`src/rtl/pfd_pkg.sv`:
```
package pfd_pkg;
  typedef enum logic [1:0] {
    ST_NORMAL = 2'd0,
    ST_PROT   = 2'd1,
    ST_BATT   = 2'd2,
    ST_REC    = 2'd3
  } pfd_state_t;

  localparam int unsigned NUM_FLAGS = 3;
  localparam int unsigned FLAG_OK   = 0;
  localparam int unsigned FLAG_HI   = 1;
  localparam int unsigned FLAG_SW   = 2;
endpackage

```
`src/rtl/pfd_flag_filter.sv`:
```
module pfd_flag_filter #(
  parameter int unsigned FILT_CYC = 3
) (
  input  logic clk,
  input  logic rst_n,
  input  logic raw,
  output logic clean
);
  localparam int unsigned CW = $clog2(FILT_CYC + 1);
  localparam logic [CW-1:0] LAST = CW'(FILT_CYC - 1);

  logic          sync1, sync2;
  logic [CW-1:0] run;

  always_ff @(posedge clk) begin
    if (!rst_n) begin
      sync1 <= 1'b0;
      sync2 <= 1'b0;
      clean <= 1'b0;
      run   <= '0;
    end else begin
      sync1 <= raw;
      sync2 <= sync1;
      if (sync2 != clean) begin
        if (run == LAST) begin
          clean <= sync2;
          run   <= '0;
        end else begin
          run <= run + 1'b1;
        end
      end else begin
        run <= '0;
      end
    end
  end
endmodule

```
`src/rtl/pfd_ctrl.sv`:
```
module pfd_ctrl
  import pfd_pkg::*;
#(
  parameter int unsigned REC_CYC = 20
) (
  input  logic       clk,
  input  logic       rst_n,
  input  logic       flt_ok,
  input  logic       flt_hi,
  input  logic       flt_sw,
  input  logic       ce_n,
  output pfd_state_t state,
  output logic       access_ok
);
  localparam int unsigned CW = $clog2(REC_CYC + 1);
  localparam logic [CW-1:0] DONE = CW'(REC_CYC - 1);

  pfd_state_t    nxt;
  logic [CW-1:0] rec_cnt;
  logic          armed;

  always_comb begin
    nxt = state;
    unique case (state)
      ST_NORMAL: begin
        if (!flt_sw)      nxt = ST_BATT;
        else if (!flt_ok) nxt = ST_PROT;
      end
      ST_PROT: begin
        if (!flt_sw)                nxt = ST_BATT;
        else if (flt_hi && flt_ok)  nxt = ST_REC;
      end
      ST_BATT: begin
        if (flt_sw) nxt = ST_PROT;
      end
      ST_REC: begin
        if (!flt_sw)                 nxt = ST_BATT;
        else if (!flt_hi || !flt_ok) nxt = ST_PROT;
        else if (rec_cnt == DONE)    nxt = ST_NORMAL;
      end
      default: nxt = ST_PROT;
    endcase
  end

  always_ff @(posedge clk) begin
    if (!rst_n) begin
      state   <= ST_PROT;
      rec_cnt <= '0;
      armed   <= 1'b0;
    end else begin
      state   <= nxt;
      rec_cnt <= (state == ST_REC) ? rec_cnt + 1'b1 : '0;
      if (state != ST_NORMAL) armed <= 1'b0;
      else if (ce_n)          armed <= 1'b1;
    end
  end

  assign access_ok = (state == ST_NORMAL) && armed && flt_ok;
endmodule

```
`src/rtl/pfd_store.sv`:
```
module pfd_store #(
  parameter int unsigned AW = 6,
  parameter int unsigned DW = 8
) (
  input  logic          clk,
  input  logic          wr_en,
  input  logic [AW-1:0] addr,
  input  logic [DW-1:0] wdata,
  output logic [DW-1:0] rd_word
);
  localparam int unsigned DEPTH = 1 << AW;

  logic [DW-1:0] cells [DEPTH];

  always_ff @(posedge clk) begin
    if (wr_en) cells[addr] <= wdata;
  end

  assign rd_word = cells[addr];
endmodule

```
`src/rtl/pfd_guard.sv`:
```
module pfd_guard
  import pfd_pkg::*;
#(
  parameter int unsigned AW       = 6,
  parameter int unsigned DW       = 8,
  parameter int unsigned REC_CYC  = 20,
  parameter int unsigned FILT_CYC = 3
) (
  input  logic          clk,
  input  logic          rst_n,
  input  logic          sup_trip_ok,
  input  logic          sup_win_hi,
  input  logic          sup_sw_ok,
  input  logic          ce_n,
  input  logic          we_n,
  input  logic          oe_n,
  input  logic [AW-1:0] addr,
  input  logic [DW-1:0] wdata,
  output logic [DW-1:0] rdata,
  output logic          rdata_oe,
  output logic          gated_ce_n,
  output logic          gated_we_n,
  output logic          gated_oe_n,
  output logic          pwr_sel_batt
);
  logic [NUM_FLAGS-1:0] raw_flags;
  logic [NUM_FLAGS-1:0] flt_flags;
  pfd_state_t           state;
  logic                 access_ok;
  logic                 wr_sel, rd_sel;
  logic [DW-1:0]        rd_word;

  assign raw_flags[FLAG_OK] = sup_trip_ok;
  assign raw_flags[FLAG_HI] = sup_win_hi;
  assign raw_flags[FLAG_SW] = sup_sw_ok;

  for (genvar g = 0; g < NUM_FLAGS; g++) begin : g_flag
    pfd_flag_filter #(.FILT_CYC(FILT_CYC)) u_filt (
      .clk   (clk),
      .rst_n (rst_n),
      .raw   (raw_flags[g]),
      .clean (flt_flags[g])
    );
  end

  pfd_ctrl #(.REC_CYC(REC_CYC)) u_ctrl (
    .clk       (clk),
    .rst_n     (rst_n),
    .flt_ok    (flt_flags[FLAG_OK]),
    .flt_hi    (flt_flags[FLAG_HI]),
    .flt_sw    (flt_flags[FLAG_SW]),
    .ce_n      (ce_n),
    .state     (state),
    .access_ok (access_ok)
  );

  assign wr_sel = access_ok && !ce_n && !we_n;
  assign rd_sel = access_ok && !ce_n && we_n && !oe_n;

  pfd_store #(.AW(AW), .DW(DW)) u_store (
    .clk     (clk),
    .wr_en   (wr_sel),
    .addr    (addr),
    .wdata   (wdata),
    .rd_word (rd_word)
  );

  assign gated_ce_n   = !(access_ok && !ce_n);
  assign gated_we_n   = !wr_sel;
  assign gated_oe_n   = !rd_sel;
  assign rdata_oe     = rd_sel;
  assign rdata        = rd_sel ? rd_word : '0;
  assign pwr_sel_batt = (state == ST_BATT);
endmodule

```
`config.mk`:
```
export PLATFORM = sky130hd
export DESIGN_NAME = pfd_guard
export DESIGN_NICKNAME = d
export VERILOG_FILES = /design/src/rtl/pfd_pkg.sv /design/src/rtl/pfd_flag_filter.sv /design/src/rtl/pfd_ctrl.sv /design/src/rtl/pfd_store.sv /design/src/rtl/pfd_guard.sv
export SDC_FILE = /design/constraint.sdc
export NUM_CORES = 1
export LEC_CHECK = 0
export ABC_AREA = 0
export BUFFER_PORTS_ARGS = -buffer_cell sky130_fd_sc_hd__buf_2
export CORE_MARGIN = 1.5
export CORE_UTILIZATION = 50
export DETAILED_ROUTE_END_ITERATION = 7
export GPL_TIMING_DRIVEN = 1
export HOLD_SLACK_MARGIN = 0.05
export PLACE_DENSITY = 0.62
export RECOVER_POWER = 100
export SYNTH_ARGS = -nofsm -noshare
export SYNTH_HDL_FRONTEND = slang
export SYNTH_SLANG_ARGS = --single-unit
```
`constraint.sdc`:
```
create_clock -name clk -period 5.7 [get_ports clk]
set_input_delay 0.285 -clock clk [delete_from_list [all_inputs] [get_ports clk]]
set_output_delay 0.285 -clock clk [all_outputs]
set_load 0.01 [all_outputs]
```
# Yosys cells after proc, flatten, opt, wreduce, memory -nomap -nowiden
# Memories as Yosys holds them, arrays and structs flattened.
# Cells that the tools add are included.
# W data, S select, Z words.
# word_totals
ramBits	512
reg_bits	23
inputBits	22
mem_count	1
elab_cells	77
output_inout_bits	13
# mem_list
name	depth	width	read_ports	rd_ports_with_merged_regs	wr	line	text
u_store.cells	64	8	1	0	1	pfd_store.sv:13	logic [DW-1:0] cells [DEPTH];
# classes
bitwise	4
muxes	12
eq_ne	14
n_reduce_logical	27
add_sub_neg	4
# ops
op	count
$mux W2	8
$eq A2 B2 Y1 const B	5
$reduce_or A3 Y1	3
$logic_not A1 Y1	8
$mux W8	1
$pmux W2 S4	1
$reduce_and A2 Y1	4
$logic_and A1 B1 Y1	7
$add A2 B1 Y2 const B	3
$add A5 B1 Y5 const B	1
$eq A5 B5 Y1 const B	1
$ne A4 B2 Y1 const B	1
$not A1 Y1	4
$reduce_and A4 Y1	1
$ne A1 B1 Y1	3
$ne A3 B2 Y1 const B	1
$ne A3 B3 Y1 const B	1
$eq A2 B1 Y1 const B	1
$logic_not A2 Y1	1
$mux W1	2
$ne A2 B1 Y1 const B	1
$reduce_bool A2 Y1	1
$reduce_or A2 Y1	1
$logic_or A1 B1 Y1	1

# Depth between registers and ports, before layout
# Gate-level depths: netlist of run 1.
# logic_depth
word_depth	7
ltp_mapped	9

# Cells and area by module
# Synthesis of run 1 repeated with hierarchy kept, for this count alone.
# hier_totals
cells_unflattened	1252
area_unflattened_um2	21225.4
# modules_own_cells
module	seq_area_each_um2	instances	cells_per_inst	area_each_um2
pfd_store	15374.7	1	1163	20289.5
pfd_flag_filter	100.1	3	14	171.4
pfd_ctrl	160.2	1	32	325.3
pfd_guard	0.0	1	15	96.3

# Worst setup path after synthesis of run 1
# Ideal clock, no wire load.
# synth_path
path_kind	input port to flip-flop
start	input addr[2]
end	memory u_store.cells[10][0] (enable)
path_slack_ps	3518
setup_ps	370
arrival_time_ps	1812
stages	8
required_time_ps	5330
path_cell_list	buf_2 buf_6 buf_6 buf_4 buf_2 nor2_1 nand2_1 nor2_1
# synth_lines
item	line	text
start: declaration	pfd_guard.sv:17	input logic [AW-1:0] addr,
end: declaration	pfd_store.sv:13	
# Straight into the memory's write port.

# Final worst setup path of run 1
# layout_path
start	input addr[2]
end	output rdata[3]
# layout_via
elab_chain_cells	2
# layout_lines
item	line	text
$mem_v2 Z64 W8	--	
$mux W8	pfd_guard.sv:72	assign rdata = rd_sel ? rd_word : '0;
end: declaration	pfd_guard.sv:19	output logic [DW-1:0] rdata,
# Every way passes these cells.

==> results of run 1 <==
==> layout make-up <==
class	count	area, sq um
clock buffer	63	1360
clock inverter	31	160
fill	3175	18000
inverter	6	22.5
multi-input combinational	624	4640
sequential	535	15800
tap	532	666
timing repair buffer	58	325
==> worst min path at each step <==
stage | start | endpoint | slack, ns | depth (start not counted)
floorplan | wdata[0] | u_store.cells[0][0] | 0.38 | 0
global placement | g_flag[1].u_filt.run[0] | g_flag[1].u_filt.run[0] | 0.40 | 1
detailed placement | g_flag[1].u_filt.run[0] | g_flag[1].u_filt.run[0] | 0.40 | 1
CTS | wdata[0] | u_store.cells[2][0] | 0.37 | 1
global route | sup_sw_ok | g_flag[2].u_filt.sync1 | 0.42 | 3
finish | g_flag[1].u_filt.run[0] | g_flag[1].u_filt.run[0] | 0.41 | 1
==> power by group <==
group	total (W)	switching (W)	leakage [nW]	internal (W)
Sequential	0.00432	0.00000231	4.79	0.00431
Clock	0.00313	0.00140	0.750	0.00173
Combinational	0.000364	0.000254	1.97	0.000110
Total	0.00781	0.00165	7.51	0.00616
==> layer usage <==
layer / vias to the layer above / track usage / wire, um
li1: 5028 / - / -
met1: 5650 / 0.318 / 20800
met2: 484 / 0.370 / 23400
met3: 88 / 0.0352 / 3320
met4: 0 / 0.0771 / 1290
met5: - / 0 / 0
==> sequential cells by signal, indices dropped and copies added, names as in the netlist <==
signal	count
u_ctrl.rec_cnt	5
g_flag.u_filt.sync2	3
g_flag.u_filt.clean	3
g_flag.u_filt.run	6
u_ctrl.state	2
u_ctrl.armed	1
u_store.cells	512
g_flag.u_filt.sync1	3
==> metrics by stage <==
stage | util | worst slack, ns | hold slack [ns] | power (W) | cell area [sq um]
after floorplan | - | 3.52 | 0.384 | 0.00460 | 20900
after global placement | 0.524 | 1.87 | 0.400 | 0.00475 | 21500
after detailed placement | 0.524 | 1.90 | 0.404 | 0.00475 | 21500
after CTS | 0.562 | 1.89 | 0.369 | 0.00785 | 23100
after global routing | 0.561 | 1.17 | 0.425 | 0.00803 | 23000
final | 0.561 | 1.37 | 0.411 | 0.00781 | 23000
==> critical path: stages <==
cell and delay (ns):
buf_8 0.58, clkbuf_2 1.53, mux2i_1 0.43, o22ai_1 0.14, o21ai_0 0.35, o211ai_1 0.18, o31a_1 0.34, clkbuf_1 0.13
==> cells in the final DEF, fill, tap and decap left out, types with 2 or more instances in the layout <==
master / instances
clkinv_1: 19
xor2_1: 5
o31a_1: 8
and2_1: 6
buf_2: 21
mux2i_1: 152
o22ai_1: 67
nand3_1: 17
a221oi_1: 37
o21ai_0: 29
a221oi_2: 5
a22oi_1: 25
edfxtp_1: 512
clkinv_2: 11
buf_4: 10
nor2b_1: 4
nor2b_2: 2
and2_0: 2
o21ai_1: 2
mux4_2: 8
nand4_1: 2
dlygate4sd3_1: 5
o211ai_1: 9
nand2_1: 20
dfxtp_1: 23
clkbuf_1: 30
nand3b_1: 6
nor2_2: 2
or3b_2: 2
a21oi_1: 23
ha_1: 4
a311oi_1: 16
a211oi_1: 9
mux2_2: 28
nor2_1: 117
a31oi_1: 2
inv_1: 4
clkbuf_16: 53
==> cell families after synthesis <==
family,count (synthesis),share of synthesized area
mux,188,0.0964
flops,535,0.757
simple gates,191,0.0411
xor+xnor,6,0.00251
compound gates,235,0.0794
buf+inv,79,0.0209
fa+ha+maj,4,0.00239
==> run metrics, run 1 <==
Slew HR=-1.25; Tot GR Track Use=0.228; die width=208 um; first-pass GRT wire length=72.5 mm; Antenna Cells=0; RSZ-0062 raised after global routing=false; Hold Path Class=flip-flop to flip-flop; Synth Flop Type=edfxtp_1; Clock Path Buffers=3; CTS H-tree lvls=2; RR Startpoint=u_ctrl.state[0]; initial antenna violation count=0; row count=74; Routed Antenna Nets=0; clk_skew=0.0148 ns; crit path time final=between 4 and 5 ns; actual slew at the worst max-slew pin=3.37 ns; post-CTS setup buffer count=0; YS warnings=0; clk slew on worst S/H paths=0.06 ns; Critical Path Fanout Max=84; area grow syn2layout=10.1%; residual DRC count=0; worst path required time=5.41 ns; post-cts sizing count=0; FF-to-FF setup slack=2.37 ns; Post-Syn Instances=1238; Inst Count DP=between 1500 and 2000; CTS Sinks=535; Core ar.=roughly 40000 sq um; Yosys reg bits=535; Synth Area per Inst=approximately 17 sq um; largest net degree at the start of global routing=between 80 and 90; number of hold buffers added after cts=5; Max Clock Freq=231 MHz; initial drt markers=between 1000 and 1500; WL/cell=26.4 um; worst path arrival time=4.05 ns; Initial Utilization=0.510; Setup CP Type=primary input to primary output; Setup Total Neg Slack=0 ns; CP startpoint=addr[2]; Clk Latency, worst-skew pair=0.58 ns; post-synth top area cell=edfxtp_1; Worst Setup EP=rdata[3]; number of flops mapped to enable cells by yosys=roughly 510; vias in the first global route=approximately 11000; CTS tree=built; I/O Buffers=34; Peak VDD IR=324 uV; net count after synthesis=1264; setup violators final=0; Die H=208 um; Slew Limit Fails=587; r2r endpoint=u_store.cells[43][6]; synth cell count leaders=edfxtp_1 (512), mux2i_1 (152), nor2_1 (117); CP startpoint kind=primary input; failing checks=max-capacitance violations, max-slew violations; first-pass detailed-route iteration total=6; crit path capture type=primary output; Post-Layout Cell Count=1849; Num CTS Buffers=between 50 and 60; nets=1303; part of the cycle the worst path needs=0.760; Yosys cell types=51; Via Count=11300; Leak=7.51 nW; asr flop ratio synth=0; die area=about 43000 sq um; outcome=finished, violations left; Post-DP HPWL=28.7 mm; Root Buffer=clkbuf_16; sequential area share after synthesis=0.757; placer congestion estimate=0.802; post-synth top area share=0.735; count leader, synth=edfxtp_1; detailed-route vias per instance=6.08; Mapped Area=20900 sq um; routed wire length=approximately 50 mm; gr ovfl total=0; Final Hold Fails=0; layout cells sized above 1=0.115; P per Cell Area=339 nW/um^2; Worst Reg-to-Reg Cells=6; Synth area leaders=edfxtp_1 (74%), mux2i_1 (7.3%), dfxtp_1 (2.2%); Ports=35; total of max-cap violations=10
No activity file was read; power rests on OpenSTA's default activity.
==> run 2: changes to the inputs <==
clock period = 3.99 ns   (was 5.7 ns; I/O delays follow)
==> run 2 against run 1 <==
Compared with the run above: the flow still finishes with violations (max-capacitance violations, max-slew violations); via count increased by 3.8%; combinational power increased by 48%; sequential share of layout area decreased by 2.0 points; first-iteration DRC count decreased by 20%; critical path depth increased by 1; final cell count increased by 3.0%; hold slack improved by 0.0032 ns; routed wire length increased by 2.8%; critical path type unchanged; highest routed layer unchanged.
==> run metrics, run 2 (synthesized netlist as in run 1, its figures left out) <==
Clk Latency, worst-skew pair=0.61 ns (+0.03 ns); Hold Path Class=flip-flop to flip-flop; worst path required time=3.79 ns (-1.62 ns); Num CTS Buffers=55 (+5.8%); Antenna Cells=0 (unchanged); WL/cell=26.4 um (-0.20%); initial drt markers=1021 (-20%); setup violators final=0 (unchanged); total power=0.0121 W (+56%); Post-DP HPWL=30.2 mm (+5.1%); Slew Limit Fails=477 (-19%); die width=208 um (unchanged); max FFs per register=512 (unchanged); worst path arrival time=3.38 ns (-0.67 ns); Via Count=11700 (+3.8%); actual slew at the worst max-slew pin=3.34 ns (-0.0263 ns); CTS H-tree lvls=2 (unchanged); P per Cell Area=513 nW/um^2 (+51%); commonest non-fill, non-tap cell in the layout=edfxtp_1; routed wire length=50.2 mm (+2.8%); CP top delay family=buffers and inverters; Core ar.=41000 sq um (unchanged); Peak VDD IR=387 uV (+19%); part of the cycle the worst path needs=0.896; CP startpoint kind=primary input; layout cells sized above 1=0.132 (+0.0172); residual DRC count=0 (unchanged); Critical Path Fanout Max=62 (-26%); crit path capture type=primary output; first-pass GRT wire length=75.6 mm (+4.3%); Tot GR Track Use=0.237 (+0.00849); gr ovfl total=0 (unchanged); most frequent cells in the layout=edfxtp_1 (512), mux2i_1 (152), nor2_1 (117), o22ai_1 (67), clkbuf_1 (61); CP Cell Sequence=buf_8 -> buf_12 -> clkbuf_2 -> mux2i_1 -> o22ai_1 -> o21ai_0 -> nand3_1 -> o31a_1 -> clkbuf_1; total of max-cap violations=11 (+1); CTS Sinks=535 (unchanged); initial antenna violation count=0 (unchanged); Final Hold Fails=0 (unchanged); Ports=35 (unchanged); post-cts sizing count=0 (unchanged); DP Area=21900 sq um (+1.7%); I/O Buffers=34 (unchanged); Critical-path top delay cell=clkbuf_2; Die H=208 um (unchanged); fin util=0.578 (+0.0166); Initial Utilization=0.510 (unchanged); Routed Antenna Nets=0 (unchanged); row count=74 (unchanged); buffers and inverters on the worst path=4 (+1); largest net degree at the start of global routing=65 (-24%); die area=43100 sq um (unchanged); Worst Hold Slack=0.414 ns (+0.00320 ns); post-route cell area=23700 sq um (+3.0%); clk_skew=0.0145 ns (-0.000329 ns); Slew HR=-1.23 (+0.0175); Biggest register=u_store.cells; clk slew on worst S/H paths=0.06 ns (about the same); Setup CP Type=primary input to primary output; biggest regs=u_store.cells (512), g_flag.u_filt.run (6), u_ctrl.rec_cnt (5); placer congestion estimate=0.863 (+7.6%); Clock Path Buffers=3 (unchanged); failing checks=max-capacitance violations, max-slew violations; vias in the first global route=11700 (+4.5%); nets=1354 (+3.9%); RSZ-0062 raised after global routing=false; Setup Total Neg Slack=0 ns (unchanged); crit path time final=3.58 ns; detailed-route vias per instance=6.13 (+0.70%); first-pass detailed-route iteration total=7 (+1); area grow syn2layout=13.3%; Max Clock Freq=280 MHz; largest stage delay on the critical path=0.61 ns (-0.92 ns); Root Buffer=clkbuf_16; Leak=7.83 nW (+4.3%); CTS tree=built; outcome=finished, violations left
==> run 2: where the power goes <==
part           internal [W]  total, W  switching [W]
Combinational      0.000164  0.000539       0.000375
Clock               0.00331   0.00544        0.00213
Sequential          0.00616   0.00616     0.00000335
==> run 2: final timing paths <==
path | to | cells past startpoint | slack, ns | from
hold reg to reg | g_flag[0].u_filt.run[0] | 1 | 0.41 | g_flag[0].u_filt.run[0]
hold / removal | g_flag[0].u_filt.run[0] | 1 | 0.41 | g_flag[0].u_filt.run[0]
setup reg to reg | u_store.cells[42][5] | 6 | 1.02 | u_ctrl.state[0]
setup / recovery | rdata[1] | 9 | 0.41 | addr[2]
==> run 2: area by class of cell <==
class                      instances  area, sq um
sequential                       535        15800
multi-input combinational        624         4640
clock buffer                      63         1450
clock inverter                    39          478
inverter                           6         22.5
timing repair buffer             106          604
tap                              532          666
fill                            3227        17300
==> run 2: metal layers <==
| layer | track usage | routed length, um |
|---|---|---|
| met5 | 0 | 0 |
| met3 | 0.0381 | 3220 |
| met4 | 0.0905 | 1800 |
| met2 | 0.363 | 23000 |
| met1 | 0.342 | 22200 |
==> run 2: stage by stage <==
stage	setup slack (ns)	std cells
2_1_floorplan	1.83	1238
3_3_place_gp	0.647	1794
3_5_place_dp	0.620	1794
4_1_cts	0.621	1905
5_1_grt	0.303	1905
6_report	0.414	1905
==> run 2: timing repair <==
action / in CTS / in global routing
buffers inserted: 0 / 0
endpoints found under the hold margin: 18 / 0
hold buffers: 9 / 0
==> run 3: changes to the inputs <==
clock period = 4.3 ns   (was 3.99 ns; I/O delays follow)
==> run 3 against run 2 <==
Compared with the run above: the flow still finishes with violations (max-capacitance violations, max-slew violations); first-iteration DRC count is 4.4% higher; via count is 1.3% lower; critical path depth is 1 higher; combinational power is 9.5% lower; power is 10% lower; largest power group unchanged; sequential cell count stayed put; sequential power is 7.1% lower; largest cell class unchanged; clock-buffer cell count stayed put; routed wire length is 2.9% lower; clock power is 14% lower; setup slack better by 0.30 ns.
==> run metrics, run 3 (synthesized netlist as in run 1, its figures left out) <==
setup violators final=0 (unchanged); Tot GR Track Use=0.227 (-0.00999); stages on the worst setup path=10 (+1); Post-Layout Cell Count=1884 (-1.1%); actual slew at the worst max-slew pin=3.47 ns (+0.130 ns); met2 WL=22.3 mm (-3.1%); Slew Limit Fails=520 (+9.0%); vias in the first global route=11200 (-3.7%); RR Startpoint=u_ctrl.state[1]; r2r endpoint=u_store.cells[19][7]; Initial Utilization=0.510 (unchanged); number of hold buffers added after cts=9 (unchanged); total power=0.0109 W (-10%); buffers and inverters on the worst path=4 (unchanged); Worst Hold Slack=0.415 ns (+0.000873 ns); uppermost routed layer=met4; most frequent cells in the layout=edfxtp_1 (512), mux2i_1 (152), nor2_1 (117), o22ai_1 (67), clkbuf_16 (55); Biggest register=u_store.cells; Routed Antenna Nets=0 (unchanged); WL/cell=25.9 um (-1.8%); first-pass detailed-route iteration total=7 (unchanged); initial drt markers=1066 (+4.4%); Leak=7.72 nW (-1.4%); initial antenna violation count=0 (unchanged); total of max-cap violations=8 (-3); Clk Latency, worst-skew pair=0.60 ns (about the same); CP Cell Sequence=buf_2 -> nand2b_2 -> clkbuf_1 -> clkbuf_1 -> o22ai_1 -> a211oi_1 -> a21oi_1 -> o211ai_1 -> o31a_1 -> clkbuf_1; Num CTS Buffers=53 (-3.6%); crit path time final=around 3.6 ns; I/O Buffers=34 (unchanged); residual DRC count=0 (unchanged); Core ar.=41000 sq um (unchanged); Hold Path Class=flip-flop to flip-flop; CTS H-tree lvls=2 (unchanged); crit path capture type=primary output; detailed-route vias per instance=6.11 (-0.25%); clk slew on worst S/H paths=0.06 ns (about the same); largest stage delay on the critical path=0.81 ns (+0.20 ns); CTS tree=built; placer congestion estimate=0.856 (-0.85%); Peak VDD IR=399 uV (+3.2%); Max Clock Freq=approximately 280 MHz; outcome=finished, violations left; Root Buffer=clkbuf_16; row count=74 (unchanged); nets=1334 (-1.5%); Critical Path Fanout Max=31 (-50%); Post-DP HPWL=28.5 mm (-5.4%); P per Cell Area=464 nW/um^2 (-9.5%); FF-to-FF setup slack=1.19 ns (+0.17 ns); Setup Total Neg Slack=0 ns (unchanged); largest net degree at the start of global routing=76 (+17%); first-pass GRT wire length=72.0 mm (-4.7%); Critical-path top delay cell=nand2b_2; clk_skew=0.0164 ns (+0.00197 ns); biggest regs=u_store.cells (512), g_flag.u_filt.run (6), u_ctrl.rec_cnt (5); Met1 Wirelength=20.8 mm (-6.1%); die width=208 um (unchanged); die area=43100 sq um (unchanged); Worst Reg-to-Reg Cells=6 (unchanged); CP top delay family=buffers and inverters; layout cells sized above 1=0.127 (-0.00461); Die H=208 um (unchanged); routed wire length=48.8 mm (-2.9%); CP startpoint=addr[0]; Worst path most repeated cell=clkbuf_1; Final Hold Fails=0 (unchanged); failing checks=max-capacitance violations, max-slew violations; Worst Setup EP=rdata[2]; met3 WL=3.86 mm (+20%); Inst Count DP=1776 (-1.0%); worst path arrival time=3.38 ns (about the same); CTS Sinks=535 (unchanged); fin util=0.571 (-0.00628); Ports=35 (unchanged); Clock Path Buffers=3 (unchanged); worst path required time=4.09 ns (+0.30 ns); Slew HR=-1.31 (-0.0865); Setup CP Type=primary input to primary output; CP startpoint kind=primary input; gr ovfl total=0 (unchanged); Via Count=11500 (-1.3%); max FFs per register=512 (unchanged); post-CTS setup buffer count=0 (unchanged); part of the cycle the worst path needs=0.835; area grow syn2layout=12.1%; Antenna Cells=0 (unchanged); commonest non-fill, non-tap cell in the layout=edfxtp_1; RSZ-0062 raised after global routing=false; post-cts sizing count=0 (unchanged)
-- run 3: cell count changes in the layout (fill, tap and decap cells not counted), sizes merged --
cell      delta
clkinv       +2
buf          -3
clkbuf      -15
bufinv       -4
clkinvlp     -1
-- run 3: routing by layer --
| layer | up-vias | track usage |
|---|---|---|
| li1 | 5093 | - |
| met2 | 486 | 0.337 |
| met5 | - | 0 |
| met3 | 98 | 0.0454 |
| met4 | 0 | 0.0986 |
| met1 | 5838 | 0.327 |
-- run 3: layout make-up --
cell class | count | area (sq um)
multi-input combinational | 624 | 4640
tap | 532 | 666
fill | 3192 | 17600
clock inverter | 36 | 352
inverter | 6 | 22.5
clock buffer | 63 | 1410
timing repair buffer | 88 | 515
sequential | 535 | 15800
-- run 3: per-stage QoR --
step | setup slack [ns] | area (sq um)
global route | 0.562 | 23400
global placement | 1.03 | 21700
finish | 0.709 | 23400
floorplan | 2.14 | 20900
detailed placement | 0.925 | 21700
CTS | 1.06 | 23600
-- run 3: worst min path at each step --
stage | from | to | slack [ns] | cells after the start
final | g_flag[1].u_filt.run[0] | g_flag[1].u_filt.run[0] | 0.41 | 1
after global routing | g_flag[0].u_filt.run[0] | g_flag[0].u_filt.run[0] | 0.44 | 1
after CTS | wdata[6] | u_store.cells[27][6] | 0.30 | 2
after detailed placement | g_flag[0].u_filt.run[0] | g_flag[0].u_filt.run[0] | 0.41 | 1
after global placement | g_flag[1].u_filt.run[0] | g_flag[1].u_filt.run[0] | 0.40 | 1
after floorplan | wdata[0] | u_store.cells[0][0] | 0.31 | 0
-- run 3: where the power goes --
group          switching, W  total, W  internal [W]
clock network       0.00192   0.00467       0.00275
registers        0.00000299   0.00572       0.00572
logic              0.000339  0.000488      0.000149
total               0.00226    0.0109       0.00862
